===== src/rtl/ugs_pkg.sv =====
// Package: shared constants for decode group steering.
// Assumes: count fields are 3 bits wide; values at or above UC_MIN escape to microcode.
package ugs_pkg;
    localparam int CNT_W  = 3;
    localparam int UC_MIN = 5;
endpackage


===== src/rtl/ugs_group_former.sv =====
// Module: ugs_group_former
// Builds one decode group from the window. The leading entry expands to
// its count; later single-op entries fill the remaining slots in order.
// Assumes: q_vld is a prefix; a count of 0 is treated as 1.
module ugs_group_former
    import ugs_pkg::*;
#(
    parameter int SLOTS = 4,
    parameter int MLW   = 6,
    localparam int SRC_W = $clog2(SLOTS),
    localparam int NI_W  = $clog2(SLOTS + 1)
) (
    input  logic [SLOTS-1:0]       q_vld,
    input  logic [SLOTS*CNT_W-1:0] q_cnt,
    output logic [SLOTS-1:0]       g_vld,
    output logic [SLOTS*SRC_W-1:0] g_src,
    output logic [SLOTS*MLW-1:0]   g_seq,
    output logic [NI_W-1:0]        g_ninstr,
    output logic                   g_uc
);
    logic [CNT_W-1:0] lead;
    assign lead = q_cnt[CNT_W-1:0];

    // Purpose: steer leading expansion then single-op followers into slots.
    always_comb begin
        int lead_n;
        int pos;
        int ninstr;
        logic open;
        g_vld    = '0;
        g_src    = '0;
        g_seq    = '0;
        g_ninstr = '0;
        g_uc     = 1'b0;
        lead_n   = (lead == '0) ? 1 : int'(lead);
        pos      = 0;
        ninstr   = 0;
        open     = 1'b1;
        if (q_vld[0]) begin
            if (int'(lead) >= UC_MIN) begin
                g_uc   = 1'b1;
                ninstr = 1;
            end else begin
                for (int k = 0; k < SLOTS; k++) begin
                    if (k < lead_n) begin
                        g_vld[k]            = 1'b1;
                        g_seq[k*MLW +: MLW] = MLW'(k);
                    end
                end
                pos    = lead_n;
                ninstr = 1;
                for (int i = 1; i < SLOTS; i++) begin
                    if (open && q_vld[i] && (q_cnt[i*CNT_W +: CNT_W] <= CNT_W'(1))
                        && (pos < SLOTS)) begin
                        g_vld[pos]                = 1'b1;
                        g_src[pos*SRC_W +: SRC_W] = SRC_W'(i);
                        pos                       = pos + 1;
                        ninstr                    = ninstr + 1;
                    end else begin
                        open = 1'b0;
                    end
                end
            end
        end
        g_ninstr = NI_W'(ninstr);
    end

    // a group never names more instructions than it has valid slots
    always_comb begin
        a_r3_ninstr_fits: assert (g_uc || (int'(g_ninstr) <= $countones(g_vld)));
    end
endmodule


===== src/rtl/ugs_ucode_seq.sv =====
// Module: ugs_ucode_seq
// Microcode stub: once loaded with a length, streams up to SLOTS
// micro-op numbers per accepted cycle until the length is used up.
// Assumes: advance low means the consumer stalls; nothing moves then.
module ugs_ucode_seq #(
    parameter int SLOTS = 4,
    parameter int MLW   = 6
) (
    input  logic                 clk,
    input  logic                 rst_n,
    input  logic                 advance,
    input  logic                 start,
    input  logic [MLW-1:0]       start_len,
    output logic                 busy,
    output logic [SLOTS-1:0]     s_vld,
    output logic [SLOTS*MLW-1:0] s_seq
);
    localparam logic [MLW-1:0] SLOTS_L = MLW'(SLOTS);

    logic [MLW-1:0] left_q;
    logic [MLW-1:0] idx_q;
    logic [MLW-1:0] beat;

    assign busy = (left_q != '0);
    assign beat = (left_q > SLOTS_L) ? SLOTS_L : left_q;

    // Purpose: load on hand-off, count down per accepted beat, hold on stall.
    always_ff @(posedge clk) begin
        if (!rst_n) begin
            left_q <= '0;
            idx_q  <= '0;
        end else if (advance) begin
            if (busy) begin
                left_q <= left_q - beat;
                idx_q  <= idx_q + beat;
            end else if (start) begin
                left_q <= start_len;
                idx_q  <= '0;
            end
        end
    end

    // Purpose: present this beat's slot mask and running sequence numbers.
    always_comb begin
        for (int k = 0; k < SLOTS; k++) begin
            s_vld[k]            = (MLW'(k) < left_q);
            s_seq[k*MLW +: MLW] = idx_q + MLW'(k);
        end
    end

    // a stalled cycle leaves the stream counter untouched
    a_r6_freeze: assert property (@(posedge clk) disable iff (!rst_n)
        !advance |=> ($stable(left_q) && $stable(idx_q)));
    // an accepted final beat empties the stream
    a_r9_drain: assert property (@(posedge clk) disable iff (!rst_n)
        (busy && advance && (left_q <= SLOTS_L)) |=> !busy);
    // a full beat removes exactly SLOTS micro-ops
    a_r8_full_beat: assert property (@(posedge clk) disable iff (!rst_n)
        (busy && advance && (left_q > SLOTS_L)) |=> (left_q == $past(left_q) - SLOTS_L));
endmodule


===== src/rtl/uop_group_steer.sv =====
// Module: uop_group_steer
// Top: muxes between group decode and the microcode stream, and reports
// how many window entries were consumed. Normal decode is stalled while
// the stub streams; uop_ready low freezes everything.
// Assumes: the window holds its contents until entries are popped.
module uop_group_steer
    import ugs_pkg::*;
#(
    parameter int SLOTS = 4,
    parameter int MLW   = 6,
    localparam int SRC_W = $clog2(SLOTS),
    localparam int NI_W  = $clog2(SLOTS + 1)
) (
    input  logic                   clk,
    input  logic                   rst_n,
    input  logic [SLOTS-1:0]       q_vld,
    input  logic [SLOTS*CNT_W-1:0] q_cnt,
    input  logic [SLOTS*MLW-1:0]   q_mlen,
    output logic [NI_W-1:0]        q_pop,
    input  logic                   uop_ready,
    output logic [SLOTS-1:0]       uop_vld,
    output logic [SLOTS*SRC_W-1:0] uop_src,
    output logic [SLOTS*MLW-1:0]   uop_seq,
    output logic                   uop_ucode
);
    logic [SLOTS-1:0]       g_vld;
    logic [SLOTS*SRC_W-1:0] g_src;
    logic [SLOTS*MLW-1:0]   g_seq;
    logic [NI_W-1:0]        g_ninstr;
    logic                   g_uc;
    logic                   busy;
    logic [SLOTS-1:0]       s_vld;
    logic [SLOTS*MLW-1:0]   s_seq;

    ugs_group_former #(.SLOTS(SLOTS), .MLW(MLW)) u_form (
        .q_vld(q_vld), .q_cnt(q_cnt),
        .g_vld(g_vld), .g_src(g_src), .g_seq(g_seq),
        .g_ninstr(g_ninstr), .g_uc(g_uc)
    );

    ugs_ucode_seq #(.SLOTS(SLOTS), .MLW(MLW)) u_useq (
        .clk(clk), .rst_n(rst_n), .advance(uop_ready),
        .start(!busy && g_uc), .start_len(q_mlen[MLW-1:0]),
        .busy(busy), .s_vld(s_vld), .s_seq(s_seq)
    );

    // Purpose: choose stream or group output and the pop count.
    always_comb begin
        uop_vld   = busy ? s_vld : g_vld;
        uop_src   = busy ? '0 : g_src;
        uop_seq   = busy ? s_seq : g_seq;
        uop_ucode = busy;
        q_pop     = (uop_ready && !busy) ? g_ninstr : '0;
    end

    // nothing is consumed while the stub streams
    a_r8_stall: assert property (@(posedge clk) disable iff (!rst_n)
        busy |-> (q_pop == '0));
    // valid slots form a prefix
    a_r10_prefix: assert property (@(posedge clk) disable iff (!rst_n)
        ((SLOTS'(uop_vld + 1'b1) & uop_vld) == '0));
    // never pop more entries than are present
    a_r5_pop_bound: assert property (@(posedge clk) disable iff (!rst_n)
        (int'(q_pop) <= $countones(q_vld)));
    // a stalled consumer pops nothing
    a_r6_no_pop: assert property (@(posedge clk) disable iff (!rst_n)
        !uop_ready |-> (q_pop == '0));
    // a hand-off cycle presents no slots
    a_r7_handoff: assert property (@(posedge clk) disable iff (!rst_n)
        (!busy && q_vld[0] && (int'(q_cnt[CNT_W-1:0]) >= UC_MIN)) |-> (uop_vld == '0));
endmodule


===== config.mk =====
export PLATFORM = sky130hd
export DESIGN_NAME = uop_group_steer
export DESIGN_NICKNAME = d
export VERILOG_FILES = /design/src/rtl/ugs_pkg.sv /design/src/rtl/ugs_group_former.sv /design/src/rtl/ugs_ucode_seq.sv /design/src/rtl/uop_group_steer.sv
export SDC_FILE = /design/constraint.sdc
export NUM_CORES = 1
export LEC_CHECK = 0
export BUFFER_PORTS_ARGS = -buffer_cell sky130_fd_sc_hd__buf_2
export CELL_PAD_IN_SITES_DETAIL_PLACEMENT = 1
export CELL_PAD_IN_SITES_GLOBAL_PLACEMENT = 2
export CORE_MARGIN = 5
export CORE_UTILIZATION = 27
export CTS_CLUSTER_DIAMETER = 200
export DETAILED_ROUTE_END_ITERATION = 12
export PLACE_DENSITY = 0.95
export SYNTH_ARGS = -nofsm -noshare
export SYNTH_HDL_FRONTEND = slang
export SYNTH_SLANG_ARGS = --single-unit

===== constraint.sdc =====
create_clock -name clk -period 16.95 [get_ports clk]
set_input_delay 4.2375 -clock clk [delete_from_list [all_inputs] [get_ports clk]]
set_output_delay 4.2375 -clock clk [all_outputs]
set_load 0.01 [all_outputs]

# == Yosys cells after proc, flatten, opt, wreduce, memory -nomap -nowiden ==
# Cells that the tools add are included.
# word_totals
ff_bits,12
in_bits,43
word_cells,140
# op_classes
addsub,12
n_lt_le_gt_ge,22
n_shift,6
mux,76
bitwise,4
n_reduce_logical,18
# op_table
op,count
"32-bit by 4-bit < comparator with 1-bit output, second input constant",6
32-bit two-way mux,6
32-bit negation with 33-bit output,3
"2-bit by 33-bit variable shift with 8-bit output, first input constant",3
"2-bit by 33-bit indexed part select with 8-bit output, first input constant",3
"32-bit by 1-bit >= comparator with 1-bit output, second input constant",3
8-bit two-way mux,10
24-bit two-way mux,3
"32-bit by 2-bit adder with 32-bit output, second input constant",2
"3-bit by 32-bit < comparator with 1-bit output, first input constant",2
4-bit two-way mux,10
"1-bit by 32-bit < comparator with 1-bit output, first input constant",1
"2-bit by 32-bit < comparator with 1-bit output, first input constant",1
3-bit two-way mux,10
6-bit two-way mux,5
1-bit two-way mux,24
8-bit bitwise mux,2
1-bit logical AND,13
"6-bit by 2-bit adder with 6-bit output, second input constant",2
"1-bit by 6-bit < comparator with 1-bit output, first input constant",2
"2-bit by 6-bit < comparator with 1-bit output, first input constant",2
4-bit bitwise OR,3
"3-bit by 1-bit less-or-equal comparator with 1-bit output, second input constant",3
8-bit bitwise AND,1
13 further kinds,18

# == Logic depth before layout (Yosys ltp) ==
# Gate-level depths: netlist of run 1.
# depth
depth_word,22
mapped_depth,15
ltp_nobuf,15

# == Hierarchy ==
# From an unflattened synthesis of run 1, not the netlist that was laid out.
# unflattened
cells_unflattened,340
hier_area_um2,2651.3
# modules_own_cells
module,instances,cells_per_inst,area_each_um2,seq_area_each_um2
ugs_group_former,1,158,1127.3,0.0
ugs_ucode_seq,1,138,1094.8,240.2
uop_group_steer,1,44,429.2,0.0

# == Worst setup path after synthesis of run 1 ==
# Ideal clock, no wire load.
# synth_timing
path_kind,input port to output port
from,input q_cnt[1]
to,output uop_vld[2]
arrival_time_ps,7285
path_slack_ps,5428
stages,14
cell_sequence,o21bai_1 -> ha_1 -> inv_1 -> ha_1 -> nor4b_4 -> nand2_1 -> inv_1 -> ha_1 -> nand4bb_1 -> a211o_1 -> a31oi_1 -> nor2b_1 -> a21oi_1 -> o21ai_0
# synth_via
elab_chain_cells,22
elab_cells_between_ends,59
classes_between,add/sub (2); order compare (11); mux (32); bitwise (3); reduce/logical (11)
# synth_rtl
element,line,text
from (decl),uop_group_steer.sv:17,"input logic [SLOTS*CNT_W-1:0] q_cnt,"
"parallel branches: the longest is 19 deep, another holds 32-bit by 4-bit < comparator with 1-bit output",--,
4-bit two-way mux (*),ugs_group_former.sv:40,if (int'(lead) >= UC_MIN) begin
4-bit two-way mux (*),ugs_group_former.sv:39,if (q_vld[0]) begin
4-bit two-way mux (*),uop_group_steer.sv:49,uop_vld = busy ? s_vld : g_vld;
to (decl),uop_group_steer.sv:21,"output logic [SLOTS-1:0] uop_vld,"
# Mark *: on every way between the ends. The select of a mux whose other input is x is not followed.

# == Worst setup path in the final report of run 1 ==
# layout_timing
from,input q_cnt[2]
to,output uop_src[6]
# layout_via
elab_chain_cells,20
elab_cells_between_ends,49
classes_between,add/sub (5); order compare (4); shift (6); mux (25); bitwise (1); reduce/logical (8)
# layout_rtl
element,line,text
"parallel branches: the longest is 17 deep, another holds 32-bit by 4-bit < comparator with 1-bit output",--,
8-bit two-way mux (*),ugs_group_former.sv:40,
8-bit two-way mux (*),ugs_group_former.sv:39,
8-bit two-way mux (*),uop_group_steer.sv:50,uop_src = busy ? '0 : g_src;
to (decl),uop_group_steer.sv:22,"output logic [SLOTS*SRC_W-1:0] uop_src,"
# Marks and branches as above.

==> impl_results.md, run 1 <==
- Clock Tree Root: clkbuf_8
- GRT Overall Usage: 0.144
- Port Buf Inserts: a little over 60
- Clock slew at reported path FFs: 0.05 ns
- Io pins: 83
- Final worst-path cycle share: 0.752
- RSZ-0062 raised after global routing: false
- Critical R2R Launch: u_useq.left_q[3]
- First-pass GRT wire length: about 10 mm
- Largest net degree at the start of global routing: 26
- Post-Layout Cell Count: between 300 and 400
- Pwr/cell area: 68.5 nW/um2
- Fillers: approximately 900
- Starting density of the core: 0.276
- Final HPWL from detailed placement: 5.16 mm
- TritonCTS Buffers: 3
- CTS max path bufs: 2
- Worst hold path class: flip-flop to flip-flop
- Crit Path Category: input port to primary output
- Max Fclk: 78.5 MHz
- TritonCTS clock tree: yes
- Reg2reg end: u_useq.idx_q[5]
- Pre-antenna DRT Iters: 4
- Drt drc: 0
- Syn Area/Cell: roughly 7.1 um2
- CP cell instances: buf_2 > o21bai_1 > ha_1 > inv_1 > ha_1 > nor4b_4 > nand2_1 > inv_1 > ha_1 > nand4bb_1 > a211o_1 > a31oi_1 > nor2b_1 > nand3_1 > a21oi_1 > buf_2
- Layer with the highest usage: met2
- Std cell rows: 30
- Worst Reg-to-Reg Cells: 10
- # diodes: 0
- # resized after CTS: 0
- Total placed cells including tap cells: 394
- Via Count: between 2000 and 2500
- Routed length per instance: about 16 um
- Placer's final routability congestion estimate: about 0.84
- Synth warn: 0
- Met3 GRT Util: 0.0177
- Hold Path Origin: u_useq.left_q[5]
- Post-DRT Antenna Nets: 0
- Total of max-cap violations: 0
- Hold Fails Final Rpt: 0
- Worst path slowest cell: o21bai_1
- Worst Max-Slew Pin Slew: between 0.6 and 0.7 ns
- Syn-to-layout area delta: 22.5%
- Met2 Use GR: 0.276
- Ys flop type: dfxtp_1
- Rel. slew slack: 0.544
- Overall Power: around 0.16 mW
- Crit end category: primary output
- Synthesized instance count: approximately 260
- Setup bufs post-CTS: 0
- DRT iter0 DRCs: between 50 and 60
- Status: completed
- Initial antenna violation count: 0
- Critical Path Max Stage Delay: between 0.5 and 0.6 ns
- Share of cells above drive strength 1: 0.236
- Final-report setup violation count: 0
- Seq cells post-synth: 12
- Crit-path max FO: 13
- Hold buffer count at CTS: 0
- Critical Path Most Common Cell: ha_1
- CTS Sinks: 12
- Cell Area, Placed: 2230 um2
- Hold slack: 0.524 ns
- Crit path DAT: approximately 8.5 ns
- Worst IR drop on VDD: approximately 0.020 mV
- Worst Hold Depth: 2
- Final wirelength: slightly above 6 mm
- Chip width: 93.1 um
- Worst skew pair latency: 0.24 ns
- Grt total ovfl: 0
- CTS H-tree depth: 1
- Post-Route Skew: 0.00274 ns
- Asr flop ratio synth: 0
- Die area: about 8700 um2
- Fin. max-slew vios: 0
- Core Area: around 6800 um2
- Die Ht: ~93 um
- Worst reg-to-reg setup slack: 14.24 ns
- CP Data Required Time: around 13 ns
- Nets: about 390
- Yosys cell types: 49
- Setup_tns: 0 ns
- Hold Path Sink: u_useq.left_q[5]
- Drt via density: between 5 and 6
- Startpoint type of the worst setup path: input port
- Sequential element share of the synthesized area: 0.129
- Mapped Area: between 1500 and 2000 um2
- EDFF count, synth: 0
- Met1 layer usage reported by global route: 0.167
- LEAKAGE: ~1.1 nW
- Vias in the first global route: between 2000 and 2500
- Final Instance Area: between 2000 and 2500 um2
- Fin crit period: approximately 13 ns
[registers in the layout, summed over array words and instances, names as in the netlist]
signal         cells
u_useq.idx_q       6
u_useq.left_q      6
[layout make-up]
type                       count  area [um2]  area share
clock buffer                   4        55.1      0.0241
inverter                      16        62.6      0.0274
multi-input combinational    224        1510       0.663
sequential                    12         240       0.105
tap                           80         100      0.0438
timing repair buffer          62         313       0.137
[worst max-delay path by stage]
stage                         from  slack (ns)  cells past startpoint         end
final                     q_cnt[2]        4.21                     16  uop_src[6]
after global routing      q_cnt[2]        3.90                     16  uop_src[7]
after CTS                 q_cnt[2]        4.14                     16  uop_vld[2]
after detailed placement  q_cnt[2]        4.16                     16  uop_vld[2]
after global placement    q_cnt[2]        4.27                     16  uop_vld[2]
after floorplan           q_cnt[1]        5.43                     14  uop_vld[2]
[worst max-delay path, delay by kind of cell]
kind	cells	cell delay, ns
AO/OA/AOI/OAI	4	1.54
adder cells (fa/ha/maj)	3	0.82
buffers and inverters	4	0.58
AND/OR/NAND/NOR	5	1.33
[power breakdown]
group	total [mW]	leakage (nW)	internal (mW)	switching, mW
Sequential	0.0382	0.0978	0.0313	0.00691
Clock	0.0319	0.0288	0.0206	0.0113
Combinational	0.0865	0.973	0.0327	0.0537
[cells in the final DEF, fill, tap and decap left out, types with 3 or more instances in the layout]
cell type and instances:
o21ai_0 16, xnor2_1 5, o211ai_1 3, buf_2 61, conb_1 5, a21o_1 4
nand4_1 4, inv_1 14, ha_1 25, nor2_1 29, and2_1 8, or3_1 4
a21oi_1 35, clkbuf_8 4, nand3_1 13, nand2_1 19, xor2_1 8, a211oi_1 4
a31oi_1 3, nor3b_1 3, dfxtp_1 12, nand2b_1 3
[per-layer routing]
layer  wire length (um)  share of wire
met5                  0              0
met4                 85          0.014
met3                251          0.040
met2               3190           0.51
met1               2680           0.43
[per-stage QoR]
stage | utilization | setup slack (ns)
after floorplan | - | 5.43
after global placement | 0.330 | 4.27
after detailed placement | 0.330 | 4.16
after CTS | 0.338 | 4.14
after global routing | 0.338 | 3.90
final | 0.338 | 4.21
[cell usage after synthesis, drive strengths merged (2+ instances only)]
master   count  area, um2
a21oi       35        175
nor2        29        109
ha          25        313
nand2       19       71.3
o21ai       17       85.1
inv         16       62.6
nand3       13       65.1
dfxtp       12        240
clkbuf       9       33.8
and2         8       50.1
xor2         8       70.1
buf          5       26.3
xnor2        5       43.8
a211oi       4       30.0
a21o         4       30.0
nand4        4       25.0
or3          4       25.0
a31oi        3       18.8
nand2b       3       18.8
nor3b        3       22.5
nor4         3       33.8
o211ai       3       22.5
a211o        2       17.5
conb         2       7.51
mux2         2       22.5
mux2i        2       20.0
nand4b       2       17.5
nand4bb      2       22.5
nor2b        2       12.5
nor3         2       10.0
nor4b        2       47.6
o22ai        2       12.5
[logic make-up (layout without fill, tap and decap cells)]
group                    count (synthesis)  count (layout)  synth area share
adder cells (fa/ha/maj)                 26              26             0.178
other                                    2               5           0.00403
multiplexers                             4               4            0.0228
AO/OA/AOI/OAI                           76              76             0.236
buffers and inverters                   30              82            0.0657
XOR/XNOR                                13              13            0.0610
flip-flops                              12              12             0.129
AND/OR/NAND/NOR                        100             100             0.303
Power figures use the tool's default switching activity.
==> run 2, diff against run 1 <==
--- a/config.mk
+++ b/config.mk
@@ -5,14 +5,15 @@
 export SDC_FILE = /design/constraint.sdc
 export NUM_CORES = 1
 export LEC_CHECK = 0
+export ABC_AREA = 1
 export BUFFER_PORTS_ARGS = -buffer_cell sky130_fd_sc_hd__buf_2
 export CELL_PAD_IN_SITES_DETAIL_PLACEMENT = 1
 export CELL_PAD_IN_SITES_GLOBAL_PLACEMENT = 2
 export CORE_MARGIN = 5
-export CORE_UTILIZATION = 27
+export CORE_UTILIZATION = 24
 export CTS_CLUSTER_DIAMETER = 200
 export DETAILED_ROUTE_END_ITERATION = 12
-export PLACE_DENSITY = 0.95
+export PLACE_DENSITY = 0.9
 export SYNTH_ARGS = -nofsm -noshare
 export SYNTH_HDL_FRONTEND = slang
 export SYNTH_SLANG_ARGS = --single-unit
==> constraint.sdc (replaced) <==
create_clock -name clk -period 12.3 [get_ports clk]
set_input_delay 3.075 -clock clk [delete_from_list [all_inputs] [get_ports clk]]
set_output_delay 3.075 -clock clk [all_outputs]
set_load 0.01 [all_outputs]
==> impl_results.md, run 2 <==
- Startpoint type of the worst setup path: input port
- Post-DRT Antenna Nets: 0 (unchanged)
- TritonCTS clock tree: yes
- Worst skew pair latency: 0.25 ns (about the same)
- Rel. slew slack: 0.514 (-0.0303)
- Routed length per instance: 12.6 um (-19%)
- Yosys top cell area share: 0.177 (+0.00902)
- Syn-to-layout area delta: 22.7%
- Setup bufs post-CTS: 0 (unchanged)
- Yosys cell types: 41 (-16%)
- First-pass GRT wire length: 10.7 mm (+3.0%)
- Starting density of the core: 0.243 (-0.0332)
- Std cell rows: 33 (+10%)
- Grt total ovfl: 0 (unchanged)
- Clock slew at reported path FFs: 0.06 ns (about the same)
- Initial antenna violation count: 0 (unchanged)
- Synthesized instance count: 338 (+29%)
- EDFF count, synth: 0 (unchanged)
- Synth warn: 0 (unchanged)
- Pwr/cell area: 161 nW/um2 (+130%)
- GRT Overall Usage: 0.127 (-0.0170)
- Worst hold path class: flip-flop to flip-flop
- Post-Route Skew: 0.00307 ns (+0.000328 ns)
- RSZ-0062 raised after global routing: false
- Drt via density: 4.58 (-13%)
- Crit Path Category: input port to primary output
- Fin. max-slew vios: 0 (unchanged)
- Hold buffer count at CTS: 0 (unchanged)
- Mux share of post-synthesis cell area: 0 (-0.0228)
- Die area: 10100 um2 (+17%)
- Final Core Density: 0.298 (-0.0400)
- Top cells by count, synth: 93 x nand2_1, 56 x inv_1, 37 x nor2_1
- Clock Tree Root: clkbuf_8
- Largest cells by area after synthesis: nand2_1 18%, ha_1 16%, dfxtp_1 12%, inv_1 11%, nor2_1 7.0%
- XOR/XNOR share of the synthesized area: 0.0355 (-0.0256)
- Hold Fails Final Rpt: 0 (unchanged)
- Placer's final routability congestion estimate: 0.805 (-4.2%)
- Pre-antenna DRT Iters: 4 (unchanged)
- # resized after CTS: 0 (unchanged)
- Vias in the first global route: 2388 (+7.0%)
- Io pins: 83 (unchanged)
- # diodes: 0 (unchanged)
- Core Area: 8130 um2 (+20%)
- Seq cells post-synth: 12 (unchanged)
- Pre-CTS worst setup slack: 3.40 ns (-0.760 ns)
- Most frequent cells in the layout: 93 x nand2_1, 61 x buf_2, 56 x inv_1
- Share of cells above drive strength 1: 0.205 (-0.0313)
- Final HPWL from detailed placement: 5.27 mm (+2.2%)
- Simple-gate share of the synthesized area: 0.394 (+0.0908)
- LEAKAGE: 1.40 nW (+27%)
- Post-route setup slack: 3.42 ns (-0.784 ns)
- Port Buf Inserts: 61 (unchanged)
- Crit path DAT: 5.80 ns (-2.70 ns)
- Die Ht: 101 um (+8.2%)
- DRT iter0 DRCs: 42 (-19%)
- Commonest non-fill, non-tap cell in the layout: nand2_1
- Mapped Area: 1980 um2 (+5.9%)
- Setup_tns: 0 ns (unchanged)
- Crit-path max FO: 7 (-6)
- CTS max path bufs: 2 (unchanged)
- TritonCTS Buffers: 3 (unchanged)
- Largest family of logic cells by synthesized area: simple AND/OR/NAND/NOR gates
- Syn Area/Cell: 5.85 um2 (-18%)
- Status: completed
- Via Count: 2297 (+9.4%)
- Ys flop type: dfxtp_1
- Worst IR drop on VDD: 0.0476 mV (+140%)
- Fillers: 1113 (+24%)
- Fin crit period: 8.88 ns
- Final-report setup violation count: 0 (unchanged)
- Worst Max-Slew Pin Slew: 0.727 ns (+0.0465 ns)
- Synthesized-area fraction occupied by adder cells: 0.168 (-0.00994)
- Sequential element share of the synthesized area: 0.122 (-0.00718)
- CP Data Required Time: 9.22 ns (-3.49 ns)
- CTS H-tree depth: 1 (unchanged)
- Chip width: 101 um (+8.2%)
- CTS Sinks: 12 (unchanged)
- Crit end category: primary output
- Top-count cell post-synth: nand2_1
- Largest net degree at the start of global routing: 22 (-15%)
- Max Fclk: about 110 MHz
- Largest registers: u_useq.idx_q x6, u_useq.left_q x6
- Nets: 467 (+20%)
- Yosys top cell by area: nand2_1
- Overall Power: 0.390 mW (+150%)
- Final worst-path cycle share: 0.722
- Asr flop ratio synth: 0 (unchanged)
- Drt drc: 0 (unchanged)
- Compound-Gate Fraction of Synth Area: 0.143 (-0.0930)
- Total of max-cap violations: 0 (unchanged)
- Final wirelength: 6.30 mm (+1.5%)
run 2: changes by cell type in the layout (fill, tap and decap cells not counted), sizes merged, moves of 3 or more:
cell / before / now
xnor2: 5 / 1
nand4: 4 / 9
nor3: 2 / 9
a211oi: 4 / 0
nand3: 13 / 16
a21o: 4 / 1
nand2b: 3 / 0
nor2: 29 / 41
or3: 4 / 0
nand2: 19 / 96
and2: 8 / 0
a21oi: 35 / 18
inv: 16 / 58
run 2: logic make-up (layout without fill, tap and decap cells):
family	after synthesis	in the layout
buf+inv	68	123
flops	12	12
other cells	2	5
compound gates	46	46
fa+ha+maj	26	26
simple gates	176	176
xor+xnor	8	8
run 2: cell type report:
type	count	area, um2	share of cell area
multi-input cells	261	1480	0.611
inverters	59	224	0.0924
clock buffers	3	41.3	0.0170
flip-flops and latches	12	240	0.0991
repair buffers	61	305	0.126
well taps	105	131	0.0542
run 2: path summary, 6_finish.rpt:
path	startpoint	end	slack (ns)	cells after the start
min reg2reg	u_useq.left_q[2]	u_useq.left_q[2]	0.48	2
min	u_useq.left_q[2]	u_useq.left_q[2]	0.48	2
max reg2reg	u_useq.left_q[3]	u_useq.left_q[2]	9.94	10
max	q_cnt[1]	uop_src[5]	3.42	16
run 2: power breakdown:
part / internal [mW] / total [mW] / switching [mW]
clock network: 0.0217 / 0.0375 / 0.0158
registers: 0.0504 / 0.0694 / 0.0190
logic: 0.0961 / 0.283 / 0.187
run 2: critical path, stage by stage:
cell	delay, ns
buf_2	0.15
o21ai_4	0.30
ha_1	0.31
nand4_1	0.10
nand2_1	0.14
ha_1	0.34
inv_1	0.11
o21ai_2	0.08
inv_1	0.17
nor2_2	0.07
ha_1	0.27
inv_1	0.05
nor2_1	0.15
nand4_1	0.17
a21oi_1	0.15
buf_2	0.16
run 2: metal layers:
layer | track usage | vias up | routed length (um)
li1 | - | 1183 | -
met1 | 0.144 | 1074 | 2730
met2 | 0.250 | 34 | 3300
met3 | 0.00900 | 6 | 177
met4 | 0.0373 | 0 | 81
met5 | 0 | - | 0
run 2: through the flow:
step | area, um2 | hold WS, ns | std cells
after CTS | 2420 | 0.483 | 501
after detailed placement | 2380 | 0.473 | 498
after floorplan | 1990 | 0.444 | 341
after global placement | 2380 | 0.456 | 498
after global routing | 2420 | 0.496 | 501
final | 2420 | 0.482 | 501
==> run 3, diff against run 2 <==
==> constraint.sdc (replaced) <==
create_clock -name clk -period 8.3 [get_ports clk]
set_input_delay 2.075 -clock clk [delete_from_list [all_inputs] [get_ports clk]]
set_output_delay 2.075 -clock clk [all_outputs]
set_load 0.01 [all_outputs]
==> impl_results.md, run 3 (synthesis gave the netlist of run 2 again) <==
- Status: completed
- Setup_tns: 0 ns (unchanged)
- Worst Hold Depth: 2 (unchanged)
- Nets: 467 (unchanged)
- Largest net degree at the start of global routing: 22 (unchanged)
- RSZ-0062 raised after global routing: false
- First-pass GRT wire length: 10.6 mm (-0.58%)
- Startpoint type of the worst setup path: input port
- DRT iter0 DRCs: 23 (-45%)
- Total of max-cap violations: 0 (unchanged)
- CTS H-tree depth: 1 (unchanged)
- Worst hold path class: flip-flop to flip-flop
- Worst Reg-to-Reg Cells: 10 (unchanged)
- CTS Sinks: 12 (unchanged)
- Final wirelength: 6.19 mm (-1.6%)
- Final worst-path cycle share: 0.827
- Hold Path Sink: u_useq.left_q[5]
- Final Instance Area: 2440 um2 (+0.57%)
- Overall Power: 0.587 mW (+51%)
- Crit Path Category: input port to primary output
- Worst Max-Slew Pin Slew: 0.757 ns (+0.0301 ns)
- Fin. max-slew vios: 0 (unchanged)
- Share of cells above drive strength 1: 0.207 (+0.00200)
- Setup bufs post-CTS: 0 (unchanged)
- Core Area: 8130 um2 (unchanged)
- Crit path from: q_cnt[1]
- Largest registers: u_useq.idx_q x6, u_useq.left_q x6
- Drt drc: 0 (unchanged)
- Placer's final routability congestion estimate: 0.804 (about the same)
- Crit path DAT: 4.79 ns (-1.01 ns)
- Multi-input logic area: 1480 um2 (unchanged)
- Routed length per instance: 12.3 um (-1.8%)
- Initial antenna violation count: 0 (unchanged)
- Seq. cell area: 240 um2 (unchanged)
- CP Data Required Time: 6.23 ns (-2.99 ns)
- Fillers: 1084 (-2.6%)
- Chip width: 101 um (unchanged)
- Pwr/cell area: 241 nW/um2 (+50%)
- Grt total ovfl: 0 (unchanged)
- Drt via density: 4.48 (-2.3%)
- Vias in the first global route: 2357 (-1.3%)
- Commonest non-fill, non-tap cell in the layout: nand2_1
- Die Ht: 101 um (unchanged)
- Worst skew pair latency: 0.24 ns (about the same)
- Reg2reg end: u_useq.left_q[2]
- # resized after CTS: 0 (unchanged)
- Clock slew at reported path FFs: 0.06 ns (about the same)
- Std cell rows: 33 (unchanged)
- Via Count: 2249 (-2.1%)
- TritonCTS Buffers: 3 (unchanged)
- Final HPWL from detailed placement: 5.24 mm (-0.63%)
- Fin crit period: 6.86 ns
- Most frequent cells in the layout: 93 x nand2_1, 61 x buf_2, 56 x inv_1
- Hold buffer count at CTS: 0 (unchanged)
- CTS max path bufs: 2 (unchanged)
- Crit-path max FO: 7 (unchanged)
- Starting density of the core: 0.243 (unchanged)
- Hold Path Origin: u_useq.left_q[5]
- Worst reg-to-reg setup slack: 5.89 ns (-4.05 ns)
- Rel. slew slack: 0.494 (-0.0201)
- Cell Area, Placed: 2380 um2 (unchanged)
- Die area: 10100 um2 (unchanged)
- Post-DRT Antenna Nets: 0 (unchanged)
- Final-report setup violation count: 0 (unchanged)
- Post-Route Skew: 0.00400 ns (+0.000934 ns)
- Crit end category: primary output
- GRT Overall Usage: 0.126 (-0.00132)
- Critical R2R Launch: u_useq.left_q[3]
- Syn-to-layout area delta: 23.4%
- Worst IR drop on VDD: 0.0786 mV (+65%)
- Port Buf Inserts: 61 (unchanged)
- LEAKAGE: 1.40 nW (+0.52%)
- Clock Tree Root: clkbuf_8
- # diodes: 0 (unchanged)
- Max Fclk: 146 MHz
- Io pins: 83 (unchanged)
- TritonCTS clock tree: yes
- Hold Fails Final Rpt: 0 (unchanged)
- Pre-antenna DRT Iters: 4 (unchanged)
## run 3: changes by cell type in the layout (fill, tap and decap cells not counted), sizes merged
cell	delta
clkbuf	+1
## run 3: critical path, cell delays in order
cell and delay, ns:
buf_2 0.15, o21ai_4 0.29, ha_1 0.30, nand4_1 0.09
nand2_1 0.14, ha_1 0.34, inv_1 0.11, o21ai_2 0.08
inv_1 0.17, nor2_2 0.07, ha_1 0.27, inv_1 0.05
nor2_1 0.15, nand4_1 0.16, a21oi_1 0.16, buf_2 0.15
## run 3: through the flow
step	worst slack [ns]	util	instances	hold slack [ns]
3_5_place_dp	1.43	0.293	498	0.465
5_1_grt	1.16	0.300	502	0.497
4_1_cts	1.42	0.300	502	0.474
2_1_floorplan	1.97	-	341	0.444
6_report	1.44	0.300	502	0.473
3_3_place_gp	1.46	0.293	498	0.455
## run 3: cell type report
cell class	count	share of cell area
Clock buffer	4	0.0226
Timing Repair Buffer	61	0.125
Inverter	59	0.0918
Sequential cell	12	0.0985
Tap cell	105	0.0539
Multi-Input combinational cell	261	0.608
## run 3: how the worst max path moves through the flow
stage | to | slack (ns) | cells past startpoint
detailed placement | uop_src[5] | 1.43 | 16
floorplan | uop_src[6] | 1.97 | 14
global placement | uop_src[4] | 1.46 | 16
global route | uop_src[7] | 1.16 | 16
finish | uop_src[2] | 1.44 | 16
CTS | uop_src[5] | 1.42 | 16
## run 3: layer usage
metal  GRT usage  wire length [um]  vias to the layer above
li1            -                 -                     1184
met1       0.145              2630                     1019
met2       0.244              3240                       38
met3      0.0118               223                        8
met4      0.0342                94                        0
met5           0                 0                        -
## run 3: power breakdown
part | internal, mW | switching, mW
clock | 0.0419 | 0.0225
combinational | 0.143 | 0.278
sequential | 0.0747 | 0.0278
